## config.mk

```make
export PLATFORM = sky130hd
export DESIGN_NAME = tev_unit
export DESIGN_NICKNAME = d
export VERILOG_FILES = /design/src/rtl/tev_pkg.sv /design/src/rtl/tev_pin_sync.sv /design/src/rtl/tev_channel.sv /design/src/rtl/tev_pin_drive.sv /design/src/rtl/tev_unit.sv
export SDC_FILE = /design/constraint.sdc
export NUM_CORES = 1
export LEC_CHECK = 0
export ABC_AREA = 0
export BUFFER_PORTS_ARGS = -buffer_cell sky130_fd_sc_hd__buf_2
export CAP_MARGIN = 20
export CORE_MARGIN = 10
export CORE_UTILIZATION = 25
export CTS_CLUSTER_SIZE = 12
export DETAILED_ROUTE_END_ITERATION = 6
export MAX_ROUTING_LAYER = met4
export RECOVER_POWER = 100
export SLEW_MARGIN = 20
export SYNTH_ARGS = -nofsm -noshare
export SYNTH_HDL_FRONTEND = slang
export SYNTH_SLANG_ARGS = --single-unit
```

## constraint.sdc

```tcl
create_clock -name clk -period 2.5 [get_ports clk]
set_input_delay 0.5 -clock clk [delete_from_list [all_inputs] [get_ports clk]]
set_output_delay 0.5 -clock clk [all_outputs]
set_load 0.01 [all_outputs]
```

## src/rtl/tev_pkg.sv

```systemverilog
package tev_pkg;

    localparam int PIN_SEL_W   = 4;
    localparam int BUS_DW      = 32;
    localparam int GRP_W       = 4;

    // Register groups, selected by address bits [7:4]
    localparam logic [GRP_W-1:0] GRP_OUT     = 4'h0;
    localparam logic [GRP_W-1:0] GRP_SET     = 4'h1;
    localparam logic [GRP_W-1:0] GRP_CLR     = 4'h2;
    localparam logic [GRP_W-1:0] GRP_FLAG    = 4'h3;
    localparam logic [GRP_W-1:0] GRP_IEN_SET = 4'h4;
    localparam logic [GRP_W-1:0] GRP_IEN_CLR = 4'h5;
    localparam logic [GRP_W-1:0] GRP_CFG     = 4'h6;

    // Configuration word field positions
    localparam int CFG_MODE_LSB = 0;
    localparam int CFG_POL_LSB  = 4;
    localparam int CFG_PIN_LSB  = 8;
    localparam int CFG_INIT_BIT = 16;

    typedef enum logic [1:0] {
        MODE_OFF   = 2'd0,
        MODE_WATCH = 2'd1,
        MODE_RSVD  = 2'd2,
        MODE_DRIVE = 2'd3
    } mode_e;

    typedef enum logic [1:0] {
        POL_NONE = 2'd0,
        POL_RISE = 2'd1,
        POL_FALL = 2'd2,
        POL_BOTH = 2'd3
    } pol_e;

    typedef struct packed {
        mode_e                mode;
        pol_e                 pol;
        logic [PIN_SEL_W-1:0] pin;
        logic                 init;
    } cfg_t;

    function automatic cfg_t cfg_unpack(input logic [BUS_DW-1:0] w);
        cfg_t c;
        c.mode = mode_e'(w[CFG_MODE_LSB +: 2]);
        c.pol  = pol_e'(w[CFG_POL_LSB +: 2]);
        c.pin  = w[CFG_PIN_LSB +: PIN_SEL_W];
        c.init = w[CFG_INIT_BIT];
        return c;
    endfunction

    function automatic logic [BUS_DW-1:0] cfg_pack(input cfg_t c);
        logic [BUS_DW-1:0] w;
        w = '0;
        w[CFG_MODE_LSB +: 2]        = c.mode;
        w[CFG_POL_LSB +: 2]         = c.pol;
        w[CFG_PIN_LSB +: PIN_SEL_W] = c.pin;
        w[CFG_INIT_BIT]             = c.init;
        return w;
    endfunction

    function automatic logic edge_match(input pol_e p, input logic rise, input logic fall);
        case (p)
            POL_RISE: return rise;
            POL_FALL: return fall;
            POL_BOTH: return rise | fall;
            default:  return 1'b0;
        endcase
    endfunction

    function automatic logic out_task_level(input pol_e p, input logic cur);
        case (p)
            POL_RISE: return 1'b1;
            POL_FALL: return 1'b0;
            POL_BOTH: return ~cur;
            default:  return cur;
        endcase
    endfunction

endpackage

```

## src/rtl/tev_pin_sync.sv

```systemverilog
module tev_pin_sync #(
    parameter int NUM_PINS = 8
) (
    input  logic                clk,
    input  logic                rst,
    input  logic [NUM_PINS-1:0] pin_in,
    output logic [NUM_PINS-1:0] pin_rise,
    output logic [NUM_PINS-1:0] pin_fall
);
    logic [NUM_PINS-1:0] meta_q, sync_q, prev_q;

    always_ff @(posedge clk) begin
        if (rst) begin
            meta_q <= '0;
            sync_q <= '0;
            prev_q <= '0;
        end else begin
            meta_q <= pin_in;
            sync_q <= meta_q;
            prev_q <= sync_q;
        end
    end

    assign pin_rise = sync_q & ~prev_q;
    assign pin_fall = ~sync_q & prev_q;

    // a synchronised rise traces back to the raw input two edges earlier
    genvar p;
    generate
        for (p = 0; p < NUM_PINS; p++) begin : g_chk
            p_sync_depth_r3: assert property (@(posedge clk) disable iff (rst)
                pin_rise[p] |-> $past(meta_q[p]))
                else $error("sync depth");
        end
    endgenerate
endmodule

```

## src/rtl/tev_channel.sv

```systemverilog
module tev_channel
    import tev_pkg::*;
#(
    parameter int NUM_PINS = 8
) (
    input  logic                clk,
    input  logic                rst,
    input  logic                cfg_we,
    input  cfg_t                cfg_wr,
    input  logic                out_stb,
    input  logic                set_stb,
    input  logic                clr_stb,
    input  logic                flag_clr,
    input  logic [NUM_PINS-1:0] pin_rise,
    input  logic [NUM_PINS-1:0] pin_fall,
    output cfg_t                cfg_q,
    output logic                flag_q,
    output logic                drive_en,
    output logic                drive_lvl
);
    localparam int IDX_W = (NUM_PINS > 1) ? $clog2(NUM_PINS) : 1;

    logic             pin_ok;
    logic [IDX_W-1:0] pin_idx;
    logic             sel_rise, sel_fall, hit;

    assign pin_ok   = 32'(cfg_q.pin) < NUM_PINS;
    assign pin_idx  = cfg_q.pin[IDX_W-1:0];
    assign sel_rise = pin_ok && pin_rise[pin_idx];
    assign sel_fall = pin_ok && pin_fall[pin_idx];
    assign hit      = (cfg_q.mode == MODE_WATCH) && edge_match(cfg_q.pol, sel_rise, sel_fall);

    always_ff @(posedge clk) begin
        if (rst)         cfg_q <= '0;
        else if (cfg_we) cfg_q <= cfg_wr;
    end

    // Hardware set has priority over the software clear
    always_ff @(posedge clk) begin
        if (rst)           flag_q <= 1'b0;
        else if (hit)      flag_q <= 1'b1;
        else if (flag_clr) flag_q <= 1'b0;
    end

    always_ff @(posedge clk) begin
        if (rst) begin
            drive_lvl <= 1'b0;
        end else if (cfg_we && cfg_wr.mode == MODE_DRIVE) begin
            drive_lvl <= cfg_wr.init;
        end else if (cfg_q.mode == MODE_DRIVE) begin
            if (set_stb)      drive_lvl <= 1'b1;
            else if (clr_stb) drive_lvl <= 1'b0;
            else if (out_stb) drive_lvl <= out_task_level(cfg_q.pol, drive_lvl);
        end
    end

    assign drive_en = (cfg_q.mode == MODE_DRIVE) && pin_ok;

    p_flag_hold_r4: assert property (@(posedge clk) disable iff (rst)
        flag_q && !flag_clr |=> flag_q) else $error("flag dropped");

    p_set_wins_r5: assert property (@(posedge clk) disable iff (rst)
        hit |=> flag_q) else $error("hit lost");

    p_watch_only_r9: assert property (@(posedge clk) disable iff (rst)
        !flag_q && cfg_q.mode != MODE_WATCH |=> !flag_q) else $error("flag outside watch");

    p_init_load_r6: assert property (@(posedge clk) disable iff (rst)
        cfg_we && cfg_wr.mode == MODE_DRIVE |=> drive_lvl == $past(cfg_wr.init))
        else $error("init level");

    p_set_task_r8: assert property (@(posedge clk) disable iff (rst)
        !cfg_we && set_stb && cfg_q.mode == MODE_DRIVE |=> drive_lvl)
        else $error("set task");

    p_clr_task_r8: assert property (@(posedge clk) disable iff (rst)
        !cfg_we && clr_stb && !set_stb && cfg_q.mode == MODE_DRIVE |=> !drive_lvl)
        else $error("clr task");

    p_release_r11: assert property (@(posedge clk) disable iff (rst)
        cfg_we && cfg_wr == '0 |=> !drive_en) else $error("pin not released");
endmodule

```

## src/rtl/tev_pin_drive.sv

```systemverilog
module tev_pin_drive
    import tev_pkg::*;
#(
    parameter int NUM_CH   = 4,
    parameter int NUM_PINS = 8
) (
    input  logic [NUM_CH-1:0]                drive_en,
    input  logic [NUM_CH-1:0]                drive_lvl,
    input  logic [NUM_CH-1:0][PIN_SEL_W-1:0] drive_pin,
    output logic [NUM_PINS-1:0]              pin_out,
    output logic [NUM_PINS-1:0]              pin_oe
);
    // Walk channels from highest to lowest so the lowest index is written last
    always_comb begin
        pin_out = '0;
        pin_oe  = '0;
        for (int c = NUM_CH - 1; c >= 0; c--) begin
            for (int p = 0; p < NUM_PINS; p++) begin
                if (drive_en[c] && drive_pin[c] == PIN_SEL_W'(p)) begin
                    pin_out[p] = drive_lvl[c];
                    pin_oe[p]  = 1'b1;
                end
            end
        end
    end
endmodule

```

## src/rtl/tev_unit.sv

```systemverilog
module tev_unit
    import tev_pkg::*;
#(
    parameter int NUM_CH   = 4,
    parameter int NUM_PINS = 8,
    parameter int ADDR_W   = 8
) (
    input  logic                clk,
    input  logic                rst,
    input  logic                bus_we,
    input  logic [ADDR_W-1:0]   bus_addr,
    input  logic [BUS_DW-1:0]   bus_wdata,
    output logic [BUS_DW-1:0]   bus_rdata,
    input  logic [NUM_PINS-1:0] pin_in,
    output logic [NUM_PINS-1:0] pin_out,
    output logic [NUM_PINS-1:0] pin_oe,
    output logic                irq
);
    localparam int IDX_W = 4;
    localparam int PIDX_W = (NUM_PINS > 1) ? $clog2(NUM_PINS) : 1;

    logic [GRP_W-1:0] grp;
    logic [IDX_W-1:0] idx;
    assign grp = bus_addr[7:4];
    assign idx = bus_addr[3:0];

    logic [NUM_PINS-1:0] pin_rise, pin_fall;
    logic [NUM_CH-1:0]   flags, drv_en, drv_lvl, ien_q;
    logic [NUM_CH-1:0][PIN_SEL_W-1:0] drv_pin;
    cfg_t                cfg_arr [NUM_CH];
    cfg_t                cfg_wr;

    assign cfg_wr = cfg_unpack(bus_wdata);

    tev_pin_sync #(.NUM_PINS(NUM_PINS)) u_sync (
        .clk(clk), .rst(rst), .pin_in(pin_in),
        .pin_rise(pin_rise), .pin_fall(pin_fall)
    );

    genvar c;
    generate
        for (c = 0; c < NUM_CH; c++) begin : g_ch
            logic sel;
            assign sel = bus_we && (idx == IDX_W'(c));
            tev_channel #(.NUM_PINS(NUM_PINS)) u_ch (
                .clk      (clk),
                .rst      (rst),
                .cfg_we   (sel && grp == GRP_CFG),
                .cfg_wr   (cfg_wr),
                .out_stb  (sel && grp == GRP_OUT && bus_wdata[0]),
                .set_stb  (sel && grp == GRP_SET && bus_wdata[0]),
                .clr_stb  (sel && grp == GRP_CLR && bus_wdata[0]),
                .flag_clr (sel && grp == GRP_FLAG && !bus_wdata[0]),
                .pin_rise (pin_rise),
                .pin_fall (pin_fall),
                .cfg_q    (cfg_arr[c]),
                .flag_q   (flags[c]),
                .drive_en (drv_en[c]),
                .drive_lvl(drv_lvl[c])
            );
            assign drv_pin[c] = cfg_arr[c].pin;
        end
    endgenerate

    tev_pin_drive #(.NUM_CH(NUM_CH), .NUM_PINS(NUM_PINS)) u_drive (
        .drive_en(drv_en), .drive_lvl(drv_lvl), .drive_pin(drv_pin),
        .pin_out(pin_out), .pin_oe(pin_oe)
    );

    always_ff @(posedge clk) begin
        if (rst) begin
            ien_q <= '0;
        end else if (bus_we && idx == '0) begin
            if (grp == GRP_IEN_SET)      ien_q <= ien_q | bus_wdata[NUM_CH-1:0];
            else if (grp == GRP_IEN_CLR) ien_q <= ien_q & ~bus_wdata[NUM_CH-1:0];
        end
    end

    assign irq = |(flags & ien_q);

    always_comb begin
        bus_rdata = '0;
        case (grp)
            GRP_IEN_SET, GRP_IEN_CLR: bus_rdata[NUM_CH-1:0] = ien_q;
            GRP_FLAG: begin
                for (int k = 0; k < NUM_CH; k++)
                    if (idx == IDX_W'(k)) bus_rdata[0] = flags[k];
            end
            GRP_CFG: begin
                for (int k = 0; k < NUM_CH; k++)
                    if (idx == IDX_W'(k)) bus_rdata = cfg_pack(cfg_arr[k]);
            end
            default: bus_rdata = '0;
        endcase
    end

    p_ien_clear_r10: assert property (@(posedge clk) disable iff (rst)
        bus_we && grp == GRP_IEN_CLR && idx == '0 && (&bus_wdata[NUM_CH-1:0]) |=> !irq)
        else $error("irq after full disable");

    p_ien_set_r10: assert property (@(posedge clk) disable iff (rst)
        bus_we && grp == GRP_IEN_SET && idx == '0 && bus_wdata[0] && flags[0] && !(grp == GRP_FLAG)
        |=> irq || !flags[0]) else $error("irq missing");

    p_owner_r12: assert property (@(posedge clk) disable iff (rst)
        drv_en[0] && drv_en[1] && drv_pin[0] == drv_pin[1]
        |-> pin_out[drv_pin[0][PIDX_W-1:0]] == drv_lvl[0]) else $error("pin owner");
endmodule

```

==> impl_metrics.csv <==
group,metric,value,unit
outcome,status,"finished with violations",
outcome,violations,"capacitance limit, slew limit",
global_routing,grt_max_degree,39,
clock_tree,cts.sinks,72,
setup_path,critical_path.max_fanout,5,
detailed_routing,drc,0,
final_layout,fillCellCount,2185,
clock_tree,cts-htree-levels,3,
detailed_routing,drt-initial-drc-count,519,
final_layout,final_cells,970,
detailed_routing,routed_wl,16700,um
detailed_routing,wl_per_cell,17.2,um
detailed_routing,drt.antenna.violating_nets,0,
placed_design,dp_hpwl,12700,um
logic_synthesis,synth_enable_flop_cells,0,
logic_synthesis,ys_ff_latch,72,
setup_path,cp-endpoint,"pin_out[0]",
final_layout,multi_input_area,3280,um^2
final_layout,syn_to_final_growth,18.9,%
detailed_routing,avgViaCountPerCell,5.15,
clock_tree,cts_root_buf,"clkbuf_16",
final_layout,drive_above_1_share,18.6,%
setup_path,critPathKind,"flip-flop to output port",
logic_synthesis,ys_top_cells_by_area,"dfxtp_1 (29%), a21oi_1 (6.5%), nand3_1 (5.7%)",
setup_path,rr_endpoint,"g_ch[2].u_ch.drive_lvl",
die,rows,51,
setup_path,r2r_slack,0.29,ns
setup_path,r2r_start,"g_ch[2].u_ch.cfg_q[6]",
timing,hold_ws,0.363,ns
min_path,hold_start,"pin_in[1]",
timing,hold_viol,0,
detailed_routing,vias,4999,
logic_synthesis,synth_cell_types,75,
timing,tns,0,ns
die,die_area,26300,um^2
clock_tree,clock_latency,0.34,ns
logic_synthesis,synth_ff_type,"dfxtp_1",
timing,max-slew-margin-rel,-23.1,%
detailed_routing,drt-pass1-iter-count,6,
timing,clock.fmax,407,MHz
die,ios,100,
global_routing,grt_pass1_vias,4713,
die,die_h,162,um
logic_synthesis,synthArstFlopShare,0,%
logic_synthesis,netlist_instances,645,
clock_tree,clockBufferDepth,2,
die,die_x,162,um
setup_path,start_kind,"flip-flop",
timing,tightest_slew,1.85,ns
pwr,irDropWorstVdd,296,uV
clock_tree,cts_made_buffers,9,
setup_path,worstSetupStartpoint,"g_ch[3].u_ch.cfg_q[7]",
timing,clock-skew-final,0.00852,ns
timing,setup_violations,0,
flow_run,maxCapViolCount,1,
final_layout,seq_area,1450,um^2
logic_synthesis,yosys_warnings,0,
pwr,fin_total_pwr,2.55,mW
die,core,19700,um^2
logic_synthesis,synth-seq-area-share,28.5,%
global_routing,grt_overflow,0,
timing,fin_crit_sh,98.4,%
placed_design,gp_congestion,0.956,
pwr,powerDensity,424,nW/um^2
global_routing,antenna_found_initial,0,
logic_synthesis,yosys.area.top_type,"dfxtp_1",
timing,final_max_slew_viol_count,38,
global_routing,grt_pass1_wl,26300,um
pwr,cellLeakagePower,2.19,nW
setup_path,cp.arrival,1.96,ns
logic_synthesis,synth_area,5050,um^2
timing,rsz0062_at_grt,"true",
clock_tree,tritoncts,"yes",
setup_path,reg2reg_depth,7,
final_layout,nNetsFinal,770,
logic_synthesis,synth_top_area_share,28.5,%
timing,period_minus_slack,2.46,ns
placed_design,place_inst,952,
placed_design,port_buffers,57,
setup_path,worstSetupEndpointType,"output port",
die,start_util,25.7,%
final_layout,diodes,0,
final_layout,final_util,30.6,%
setup_path,required,2.00,ns
clock_tree,clkTransAtPathRegs,0.06,ns
min_path,holdCritPathClass,"input port to flip-flop",
logic_synthesis,synth_area_per_cell,7.83,um^2
global_routing,grtUsageTotal,12.8,%
[final cells by class]
class	instances	share of cell area [%]
repair buffers	95	10.2
clock buffers	12	4.27
clock inverters	1	0.0833
inverters	16	1.00
multi-input cells	509	54.7
flip-flops and latches	72	24.2
well taps	265	5.52
[power by group]
part           leakage [nW]  internal (mW)  switching, mW  total, mW
Clock                 0.130          0.708          0.474       1.18
Sequential            0.588           1.16        0.00983       1.17
Combinational          1.47         0.0692          0.123      0.192
Total                  2.19           1.94          0.606       2.55
[repair_timing]
item                                    4_1_cts  5_1_grt
pin swaps                                     1        3
hold buffers                                  0        0
setup buffers                                 3        2
gates resized for setup                       7       12
endpoints found under the setup margin        3        8
[per-stage QoR]
step,area [um^2],setup WS [ns]
floorplan,5130,0.268
global placement,5680,0.174
detailed placement,5680,0.185
CTS,5990,0.0128
global route,6010,-0.0300
finish,6010,0.0411
[routing by layer]
layer	wire length (um)	vias to the layer above	global-route usage, %
li1	-	2404	-
met1	7470	2359	16.4
met2	7530	204	19.4
met3	1220	32	2.35
met4	471	0	5.25
met5	0	-	-
[cell usage after synthesis, drive strengths merged, types with 3 or more instances]
cell type   n
mux4        6
a31oi       3
inv        16
o211a       4
o2bb2ai     3
nand4       8
dfxtp      72
nand2      73
nor3b       9
a311oi      6
a22oi       5
or2         3
nand3      58
and3b       3
buf        45
clkbuf     23
nor2       35
o22ai       6
mux2i      22
nand3b      4
nand2b      7
o21bai      4
nor4        6
o21ai      17
mux2        5
or3         4
nor2b      47
ha         16
and2        3
a21o        4
and3        8
a21oi      66
nor4b       3
nor3        7
a221oi      4
and2b       4
a222oi      8
[placed cells by master, fill, tap and decap left out, types with 8 or more instances in the layout]
cell type | netlist | final
nand2_1 | 73 | 73
a21oi_1 | 66 | 66
dfxtp_1 | 72 | 66
nand3_1 | 58 | 57
nor2b_1 | 46 | 44
nor2_1 | 35 | 35
buf_2 | 17 | 35
buf_4 | 24 | 31
mux2i_1 | 22 | 22
conb_1 | 1 | 21
clkbuf_1 | 22 | 17
ha_1 | 16 | 16
inv_1 | 13 | 13
o21ai_1 | 10 | 10
clkbuf_16 | 0 | 9
and3_1 | 8 | 8
a222oi_1 | 8 | 8
nand4_1 | 8 | 8
nor3b_1 | 9 | 8
[critical path, stage by stage (launching register included)]
cell and delay [ns]:
dfxtp_4 0.36, nor4bb_4 0.30, buf_4 0.20, nand3_1 0.08, mux2_4 0.28, a211oi_2 0.18, a21o_1 0.12, buf_6 0.10
[worst min-delay path by stage]
| stage | endpoint | slack, ns | cells after the start |
|---|---|---|---|
| 2_1_floorplan | u_sync.sync_q[0] | 0.41 | 1 |
| 3_3_place_gp | u_sync.sync_q[6] | 0.42 | 1 |
| 3_5_place_dp | u_sync.sync_q[6] | 0.43 | 1 |
| 4_1_cts | u_sync.meta_q[1] | 0.36 | 2 |
| 5_1_grt | u_sync.meta_q[1] | 0.37 | 2 |
| 6_report | u_sync.meta_q[1] | 0.36 | 2 |
[state kept, by name (all words and copies together), names as in the netlist, named ones only]
name,cells
g_ch.u_ch.flag_q,4
u_sync.prev_q,8
g_ch.u_ch.cfg_q,36
u_sync.meta_q,8
u_sync.sync_q,8
g_ch.u_ch.drive_lvl,4
[logic make-up after synthesis]
family | synth area share, %
fa+ha+maj | 3.96
compound gates | 19.4
mux | 8.15
simple gates | 31.1
other cells | 0.0742
buf+inv | 8.79
flops | 28.5
No activity file was read; power rests on OpenSTA's default activity.
